`src/rtl/usq_pkg.sv`:
```
package usq_pkg;

  typedef enum logic [1:0] {
    BR_JMP  = 2'b00,
    BR_CALL = 2'b01,
    BR_RET  = 2'b10,
    BR_MAP  = 2'b11
  } br_kind_e;

  typedef enum logic [1:0] {
    SRC_INC   = 2'b00,
    SRC_SBR   = 2'b01,
    SRC_FIELD = 2'b10,
    SRC_MAP   = 2'b11
  } src_e;

  typedef enum logic [1:0] {
    CND_ONE  = 2'b00,
    CND_IND  = 2'b01,
    CND_SIGN = 2'b10,
    CND_ZERO = 2'b11
  } cnd_e;

endpackage

```
`src/rtl/usq_test_mux.sv`:
```
module usq_test_mux
  import usq_pkg::*;
(
  input  cnd_e cond_sel,
  input  logic dr_ind,
  input  logic ac_sign,
  input  logic ac_zero,
  output logic test_bit
);

  always_comb begin
    unique case (cond_sel)
      CND_ONE:  test_bit = 1'b1;
      CND_IND:  test_bit = dr_ind;
      CND_SIGN: test_bit = ac_sign;
      CND_ZERO: test_bit = ac_zero;
      default:  test_bit = 1'b1;
    endcase
  end

endmodule

```
`src/rtl/usq_branch_ctl.sv`:
```
module usq_branch_ctl
  import usq_pkg::*;
(
  input  br_kind_e br_type,
  input  logic     test_bit,
  output src_e     src_sel,
  output logic     sbr_load
);

  always_comb begin
    src_sel  = SRC_INC;
    sbr_load = 1'b0;
    unique case (br_type)
      BR_JMP:  src_sel = test_bit ? SRC_FIELD : SRC_INC;
      BR_CALL: begin
        src_sel  = test_bit ? SRC_FIELD : SRC_INC;
        sbr_load = test_bit;
      end
      BR_RET:  src_sel = SRC_SBR;
      BR_MAP:  src_sel = SRC_MAP;
      default: src_sel = SRC_INC;
    endcase
  end

endmodule

```
`src/rtl/usq_addr_path.sv`:
```
module usq_addr_path
  import usq_pkg::*;
#(
  parameter int ADDR_W     = 7,
  parameter int OP_W       = 4,
  parameter int SLOT_BITS  = 2,
  parameter int RESET_ADDR = 64
) (
  input  logic              clk,
  input  logic              rst,
  input  src_e              src_sel,
  input  logic              sbr_load,
  input  logic [ADDR_W-1:0] addr_field,
  input  logic [OP_W-1:0]   op_bits,
  output logic [ADDR_W-1:0] car_q,
  output logic [ADDR_W-1:0] car_inc,
  output logic [ADDR_W-1:0] map_addr,
  output logic [ADDR_W-1:0] next_addr
);

  localparam int PAD_W = ADDR_W - OP_W - SLOT_BITS;
  localparam logic [ADDR_W-1:0] RST_CAR = RESET_ADDR[ADDR_W-1:0];
  localparam logic [ADDR_W-1:0] ONE     = {{(ADDR_W-1){1'b0}}, 1'b1};

  logic [ADDR_W-1:0] sbr_q;

  function automatic logic [ADDR_W-1:0] bump(input logic [ADDR_W-1:0] a);
    return a + ONE;
  endfunction

  assign car_inc = bump(car_q);

  generate
    if (PAD_W > 0) begin : g_map_pad
      assign map_addr = {{PAD_W{1'b0}}, op_bits, {SLOT_BITS{1'b0}}};
    end else begin : g_map_full
      assign map_addr = {op_bits, {SLOT_BITS{1'b0}}};
    end
  endgenerate

  always_comb begin
    unique case (src_sel)
      SRC_INC:   next_addr = car_inc;
      SRC_SBR:   next_addr = sbr_q;
      SRC_FIELD: next_addr = addr_field;
      SRC_MAP:   next_addr = map_addr;
      default:   next_addr = car_inc;
    endcase
  end

  always_ff @(posedge clk) begin
    if (rst) begin
      car_q <= RST_CAR;
      sbr_q <= '0;
    end else begin
      car_q <= next_addr;
      if (sbr_load) sbr_q <= car_inc;
    end
  end

endmodule

```
`src/rtl/usq_sequencer.sv`:
```
module usq_sequencer
  import usq_pkg::*;
#(
  parameter int ADDR_W     = 7,
  parameter int OP_W       = 4,
  parameter int SLOT_BITS  = 2,
  parameter int RESET_ADDR = 64
) (
  input  logic              clk,
  input  logic              rst,
  input  logic [1:0]        cond_sel,
  input  logic [1:0]        br_type,
  input  logic [ADDR_W-1:0] addr_field,
  input  logic [OP_W-1:0]   op_bits,
  input  logic              dr_ind,
  input  logic              ac_sign,
  input  logic              ac_zero,
  output logic [ADDR_W-1:0] car,
  output logic [1:0]        src_sel,
  output logic              sbr_load
);

  logic              test_bit;
  src_e              src_w;
  logic [ADDR_W-1:0] car_inc;
  logic [ADDR_W-1:0] map_addr;
  logic [ADDR_W-1:0] next_addr;

  usq_test_mux u_test (
    .cond_sel (cnd_e'(cond_sel)),
    .dr_ind   (dr_ind),
    .ac_sign  (ac_sign),
    .ac_zero  (ac_zero),
    .test_bit (test_bit)
  );

  usq_branch_ctl u_ctl (
    .br_type  (br_kind_e'(br_type)),
    .test_bit (test_bit),
    .src_sel  (src_w),
    .sbr_load (sbr_load)
  );

  usq_addr_path #(
    .ADDR_W     (ADDR_W),
    .OP_W       (OP_W),
    .SLOT_BITS  (SLOT_BITS),
    .RESET_ADDR (RESET_ADDR)
  ) u_path (
    .clk        (clk),
    .rst        (rst),
    .src_sel    (src_w),
    .sbr_load   (sbr_load),
    .addr_field (addr_field),
    .op_bits    (op_bits),
    .car_q      (car),
    .car_inc    (car_inc),
    .map_addr   (map_addr),
    .next_addr  (next_addr)
  );

  assign src_sel = src_w;

endmodule

```
`config.mk`:
```
export PLATFORM = sky130hd
export DESIGN_NAME = usq_sequencer
export DESIGN_NICKNAME = d
export VERILOG_FILES = /design/src/rtl/usq_pkg.sv /design/src/rtl/usq_test_mux.sv /design/src/rtl/usq_branch_ctl.sv /design/src/rtl/usq_addr_path.sv /design/src/rtl/usq_sequencer.sv
export SDC_FILE = /design/constraint.sdc
export NUM_CORES = 1
export LEC_CHECK = 0
export BUFFER_PORTS_ARGS = -buffer_cell sky130_fd_sc_hd__buf_2
export CORE_UTILIZATION = 49
export CTS_BUF_LIST = sky130_fd_sc_hd__clkbuf_4
export CTS_CLUSTER_SIZE = 25
export DETAILED_ROUTE_END_ITERATION = 10
export GPL_TIMING_DRIVEN = 0
export PLACE_DENSITY = 0.92
export SYNTH_ARGS = -nofsm -noshare
export SYNTH_HDL_FRONTEND = slang
export SYNTH_SLANG_ARGS = --single-unit
```
`constraint.sdc`:
```
create_clock -name clk -period 1.45 [get_ports clk]
set_input_delay 0.145 -clock clk [delete_from_list [all_inputs] [get_ports clk]]
set_output_delay 0.145 -clock clk [all_outputs]
set_load 0.05 [all_outputs]
```
* Word level (Yosys, flattened, before mapping) *
Index checks and enable logic that the tools add are counted.
W data, S select, Z words.

operators by class
  add/sub/neg operators = 1
  equal/unequal tests = 9
  mux-type cells = 5
  reductions and logical operators = 4

operators with widths
  cell                   number
  $pmux W7 S4            1
  $eq A2 B2 Y1 const B   6
  $add A7 B1 Y7 const B  1
  $eq A2 B1 Y1 const B   3
  $logic_not A2 Y1       3
  $pmux W2 S3            1
  $pmux W1 S4            1
  $mux W2                1
  $reduce_or A2 Y1       1
  $mux W1                1

storage, ports and cells
  register bits after elaboration = 14
  input port bits = 20
  output and inout port bits = 10
  logic and storage cells = 21

* Longest topological paths before layout *
  depth after elaboration = 6
  mapped depth = 6

* Cells and area by module *
A second synthesis with hierarchy kept.

unflattened totals
  cells, all modules = 91
  area total of the unflattened synthesis = 822.0 µm²

modules (own cells, without submodules)
  module          times used  cells an instance  area each (µm²)
  usq_addr_path   1           85                 765.7
  usq_branch_ctl  1           3                  28.8
  usq_test_mux    1           3                  27.5

* Worst setup path before layout *
No wires, ideal clock.

  kind = in2out
  start = input br_type[1]
  end = output src_sel[1]
  arrival time = 2.045 ns
  required time = 1.305 ns
  path slack = -0.740 ns
  stages = 5
  path through = buf_2 -> inv_1 -> a31oi_1 -> buf_2 -> a21boi_0

between the ends
  longest elaborated chain between the ends = 3
  elaborated cells between the ends (all ways) = 6
  classes of those cells = eq/ne: 3; mux: 1; reduce/logical: 2

ends and longest elaborated chain
  element                                           RTL line              RTL
  start, declared                                   usq_sequencer.sv:12   input logic [1:0] br_type,
  $eq A2 B1 Y1 or $logic_not A2 Y1 (tied branches)  usq_branch_ctl.sv:13  unique case (br_type)
  $reduce_or A2 Y1 (no line)                        -
  $pmux W2 S3 (*)                                   usq_branch_ctl.sv:13
  end, declared                                     usq_sequencer.sv:19   output logic [1:0] src_sel,

Every way passes the cells marked *; elsewhere a longest branch is shown, timed or not.

* Worst setup path after layout *
  start = input cond_sel[0]
  end = output src_sel[1]

between the ends
  longest elaborated chain between the ends = 4
  elaborated cells between the ends (all ways) = 7
  classes of those cells = eq/ne: 3; mux: 3; reduce/logical: 1

ends and longest elaborated chain
  element                               RTL line                                    RTL
  start, declared                       usq_sequencer.sv:11                         input logic [1:0] cond_sel,
  $eq A2 B2 Y1 (tied with other cells)  usq_test_mux.sv:12                          unique case (cond_sel)
  $pmux W1 S4 (*)                       usq_test_mux.sv:12
  $mux W2 (*)                           usq_branch_ctl.sv:14, usq_branch_ctl.sv:16
  $pmux W2 S3 (*)                       usq_branch_ctl.sv:13

Marks and branches as above.

==> metrics.txt <==
# TYPE chip_impl_metric gauge
chip_impl_metric{name="die_x_extent",unit="µm"} 42.2
chip_impl_metric{name="final-max-slew-violation-count",unit=""} 0
chip_impl_metric{name="report.power.total",unit="µW"} 988
chip_impl_metric{name="antennaDiodeCount",unit=""} 0
chip_impl_metric{name="routed_wirelength",unit="µm"} 1980
chip_impl_info{name="post_synth_most_frequent_cells",value="15 x sky130_fd_sc_hd__nor2_1, 14 x sky130_fd_sc_hd__dfxtp_1, 10 x sky130_fd_sc_hd__mux2i_1"} 1
chip_impl_info{name="worstSetupStartpointType",value="primary input"} 1
chip_impl_metric{name="core-area",unit="µm²"} 1510
chip_impl_metric{name="detailedRoute.firstIterationViolations",unit=""} 28
chip_impl_metric{name="clkSinkCount",unit=""} 14
chip_impl_metric{name="syn-mean-instance-area",unit="µm²"} 9.09
chip_impl_metric{name="synth_top_area_share",unit="%"} 35.4
chip_impl_info{name="rsz0062_at_grt",value="no"} 1
chip_impl_metric{name="power_per_cell_area",unit="nW/µm²"} 924
chip_impl_metric{name="finalHoldWorstSlack",unit="ps"} 96.3
chip_impl_metric{name="routed-via-count",unit=""} 780
chip_impl_metric{name="share_of_cells_above_drive_strength_1",unit="%"} 44.5
chip_impl_metric{name="grt_antenna_before_repair",unit=""} 0
chip_impl_metric{name="yosysSeqAreaShare",unit="%"} 35.4
chip_impl_metric{name="yosys_warning_count",unit=""} 0
chip_impl_metric{name="final_setup_margin",unit="ps"} 59.5
chip_impl_metric{name="die_y",unit="µm"} 42.2
chip_impl_metric{name="clk_latency",unit="ps"} 290
chip_impl_metric{name="pin_count_of_the_biggest_net_entering_global_routing",unit=""} 11
chip_impl_metric{name="initial_core_util",unit="%"} 52.5
chip_impl_metric{name="viasPerCell",unit=""} 5.78
chip_impl_metric{name="power_leakage",unit="nW"} 0.468
chip_impl_metric{name="hpwlAfterDp",unit="µm"} 1480
chip_impl_metric{name="buffer_ports.inserted",unit=""} 27
chip_impl_metric{name="grt_overflow_total",unit=""} 0
chip_impl_metric{name="grt_use_total",unit="%"} 24.2
chip_impl_info{name="synth.most_common_cell",value="sky130_fd_sc_hd__nor2_1"} 1
chip_impl_metric{name="setup_viol",unit=""} 0
chip_impl_metric{name="timing.critical_path.arrival",unit="ps"} 1250
chip_impl_metric{name="synth_edf_count",unit=""} 0
chip_impl_metric{name="drt-wirelength-per-cell",unit="µm"} 14.7
chip_impl_metric{name="critical_path.max_fanout",unit=""} 10
chip_impl_metric{name="antenna_left",unit=""} 0
chip_impl_metric{name="number_of_rows_created_at_floorplan",unit=""} 14
chip_impl_info{name="postSynth.topFlopCell",value="sky130_fd_sc_hd__dfxtp_1"} 1
chip_impl_metric{name="power.ir.vdd_worst",unit="mV"} 0.598
chip_impl_metric{name="worst_ep_required_time",unit="ps"} 1310
chip_impl_metric{name="placed_area",unit="µm²"} 968
chip_impl_metric{name="syn_to_final_growth",unit="%"} 35.1
chip_impl_metric{name="die_area",unit="µm²"} 1780
chip_impl_metric{name="grt_pass1_vias",unit=""} 700
chip_impl_metric{name="achievable-frequency",unit="MHz"} 719
chip_impl_metric{name="synth-seq-cells",unit=""} 14
chip_impl_info{name="timing.setup.critical_path_class",value="primary input to primary output"} 1
chip_impl_metric{name="path_clk_slew",unit="ps"} 90
chip_impl_metric{name="cts_made_buffers",unit=""} 3
chip_impl_metric{name="placement.setup.worst_slack",unit="ps"} -276
chip_impl_info{name="cts_root_buf",value="sky130_fd_sc_hd__clkbuf_4"} 1
chip_impl_metric{name="worst_pin_slew",unit="ps"} 550
chip_impl_info{name="min_path_type",value="primary input to flop"} 1
chip_impl_metric{name="min_period",unit="ps"} 1390
chip_impl_info{name="synth_top_cells_by_area",value="sky130_fd_sc_hd__dfxtp_1 35%, sky130_fd_sc_hd__mux2i_1 13%, sky130_fd_sc_hd__nor2_1 7.1%"} 1
chip_impl_metric{name="nets",unit=""} 141
chip_impl_metric{name="mappedNetlistArea",unit="µm²"} 791
chip_impl_info{name="status",value="completed"} 1
chip_impl_metric{name="pin_count",unit=""} 30
chip_impl_metric{name="max-slew-margin-rel",unit="%"} 63.3
chip_impl_metric{name="fin_setup_tns",unit="ps"} 0
chip_impl_metric{name="ys_async_sr_fraction",unit="%"} 0
chip_impl_metric{name="drt_pre_antenna_iters",unit=""} 4
chip_impl_info{name="tritoncts",value="done"} 1
chip_impl_metric{name="cap_violations",unit=""} 0
chip_impl_metric{name="ctsHtreeMaxLevel",unit=""} 1
chip_impl_metric{name="synth_cell_types",unit=""} 27
chip_impl_metric{name="final_report_hold_violation_count",unit=""} 0
chip_impl_info{name="worst_setup_path_end_kind",value="primary output"} 1
chip_impl_info{name="synth_area_leader_cell",value="sky130_fd_sc_hd__dfxtp_1"} 1
chip_impl_metric{name="fin_skew",unit="ps"} 11.4
chip_impl_metric{name="final_min_period_over_clock_period",unit="%"} 95.9
chip_impl_metric{name="remaining_drc_errors",unit=""} 0
chip_impl_metric{name="grt_pass1_wl",unit="µm"} 3190
chip_impl_metric{name="layout.cell_area.non_filler",unit="µm²"} 1070
chip_impl_metric{name="max-clock-path-buffers",unit=""} 2
chip_impl_metric{name="synth_cells",unit=""} 87
chip_impl_metric{name="final_replace_weighted_congestion",unit=""} 0.785
chip_impl_metric{name="synth.net_count",unit=""} 108
## through the flow
step / cells / utilization, %
after floorplan: 87 / -
after global placement: 130 / 64.3
after detailed placement: 130 / 64.3
after CTS: 135 / 69.9
after global routing: 135 / 70.9
final: 135 / 70.9
## final timing paths
check	slack, ps	start	to	depth (start not counted)
max reg2reg	100	u_path.car_q[0]$_SDFF_PP0_	u_path.car_q[4]$_SDFF_PP0_	5
max	60	cond_sel[0]	src_sel[1]	6
min reg2reg	490	u_path.sbr_q[0]$_SDFFE_PP0P_	u_path.car_q[0]$_SDFF_PP0_	2
min	100	rst	u_path.car_q[0]$_SDFF_PP0_	2
## worst max-delay path, cell delays in order
cell,delay (ps)
sky130_fd_sc_hd__buf_2,130
sky130_fd_sc_hd__mux2i_4,200
sky130_fd_sc_hd__a31oi_4,220
sky130_fd_sc_hd__buf_6,180
sky130_fd_sc_hd__a21boi_4,180
sky130_fd_sc_hd__buf_6,170
## logic make-up after synthesis
logic type / synth area share (%)
xor+xnor: 5.54
fa+ha+maj: 1.58
simple gates: 18.4
buf+inv: 6.17
compound gates: 20.3
flops: 35.4
mux: 12.7
## sequential cells by signal, indices dropped and copies added (netlist names)
name          flops
u_path.sbr_q      7
u_path.car_q      7
## metal layers
layer	wire length [µm]	global-route usage, %	vias up
met5	0	0	-
met2	1060	40.3	25
li1	-	-	374
met1	804	29.6	379
met4	13	7.50	0
met3	104	7.76	2
## cell usage in the layout, fill, tap and decap left out
master / Yosys / routed
sky130_fd_sc_hd__nor4b_4: 0 / 1
sky130_fd_sc_hd__dfxtp_4: 0 / 2
sky130_fd_sc_hd__dfxtp_2: 0 / 3
sky130_fd_sc_hd__dfxtp_1: 14 / 9
sky130_fd_sc_hd__ha_2: 0 / 1
sky130_fd_sc_hd__clkbuf_1: 3 / 3
sky130_fd_sc_hd__a21oi_1: 4 / 4
sky130_fd_sc_hd__a2111oi_4: 1 / 1
sky130_fd_sc_hd__mux2i_1: 10 / 9
sky130_fd_sc_hd__or2_2: 1 / 1
sky130_fd_sc_hd__a311oi_1: 3 / 3
sky130_fd_sc_hd__buf_4: 0 / 3
sky130_fd_sc_hd__a21boi_4: 0 / 1
sky130_fd_sc_hd__clkbuf_4: 0 / 4
sky130_fd_sc_hd__nand3_1: 6 / 6
sky130_fd_sc_hd__nand2_1: 3 / 3
sky130_fd_sc_hd__and3_1: 1 / 1
sky130_fd_sc_hd__o31ai_1: 1 / 1
sky130_fd_sc_hd__buf_2: 3 / 26
sky130_fd_sc_hd__inv_1: 3 / 3
sky130_fd_sc_hd__buf_6: 1 / 3
sky130_fd_sc_hd__nor2_1: 15 / 15
sky130_fd_sc_hd__xor2_1: 4 / 4
sky130_fd_sc_hd__nand3b_1: 1 / 1
sky130_fd_sc_hd__a22oi_1: 1 / 1
sky130_fd_sc_hd__o211ai_1: 1 / 1
sky130_fd_sc_hd__a31oi_4: 0 / 1
sky130_fd_sc_hd__xnor2_1: 1 / 1
sky130_fd_sc_hd__nor2b_1: 1 / 1
sky130_fd_sc_hd__nor3b_2: 1 / 1
sky130_fd_sc_hd__a211oi_2: 4 / 4
sky130_fd_sc_hd__mux2i_4: 0 / 1
## layout make-up
type                            count  area (µm²)
Multi-Input combinational cell     63         518
Fill cell                         107         438
Sequential cell                    14         292
Clock buffer                        4        30.0
Tap cell                           16        20.0
Timing Repair Buffer               28         151
Buffer                              7        46.3
Inverter                            3        11.3
## where the power goes
part	total (mW)	internal [mW]	switching [mW]
Clock	0.254	0.126	0.128
Combinational	0.297	0.110	0.187
Sequential	0.437	0.413	0.0240
Total	0.988	0.648	0.339
## timing repair
action                                  in CTS  in global routing
endpoints found under the setup margin       2                  2
resized for setup                           10                  3
hold buffers                                 0                  0
pin swaps                                    2                  0
setup buffers                                1                  0
No activity file was read; power rests on OpenSTA's default activity.
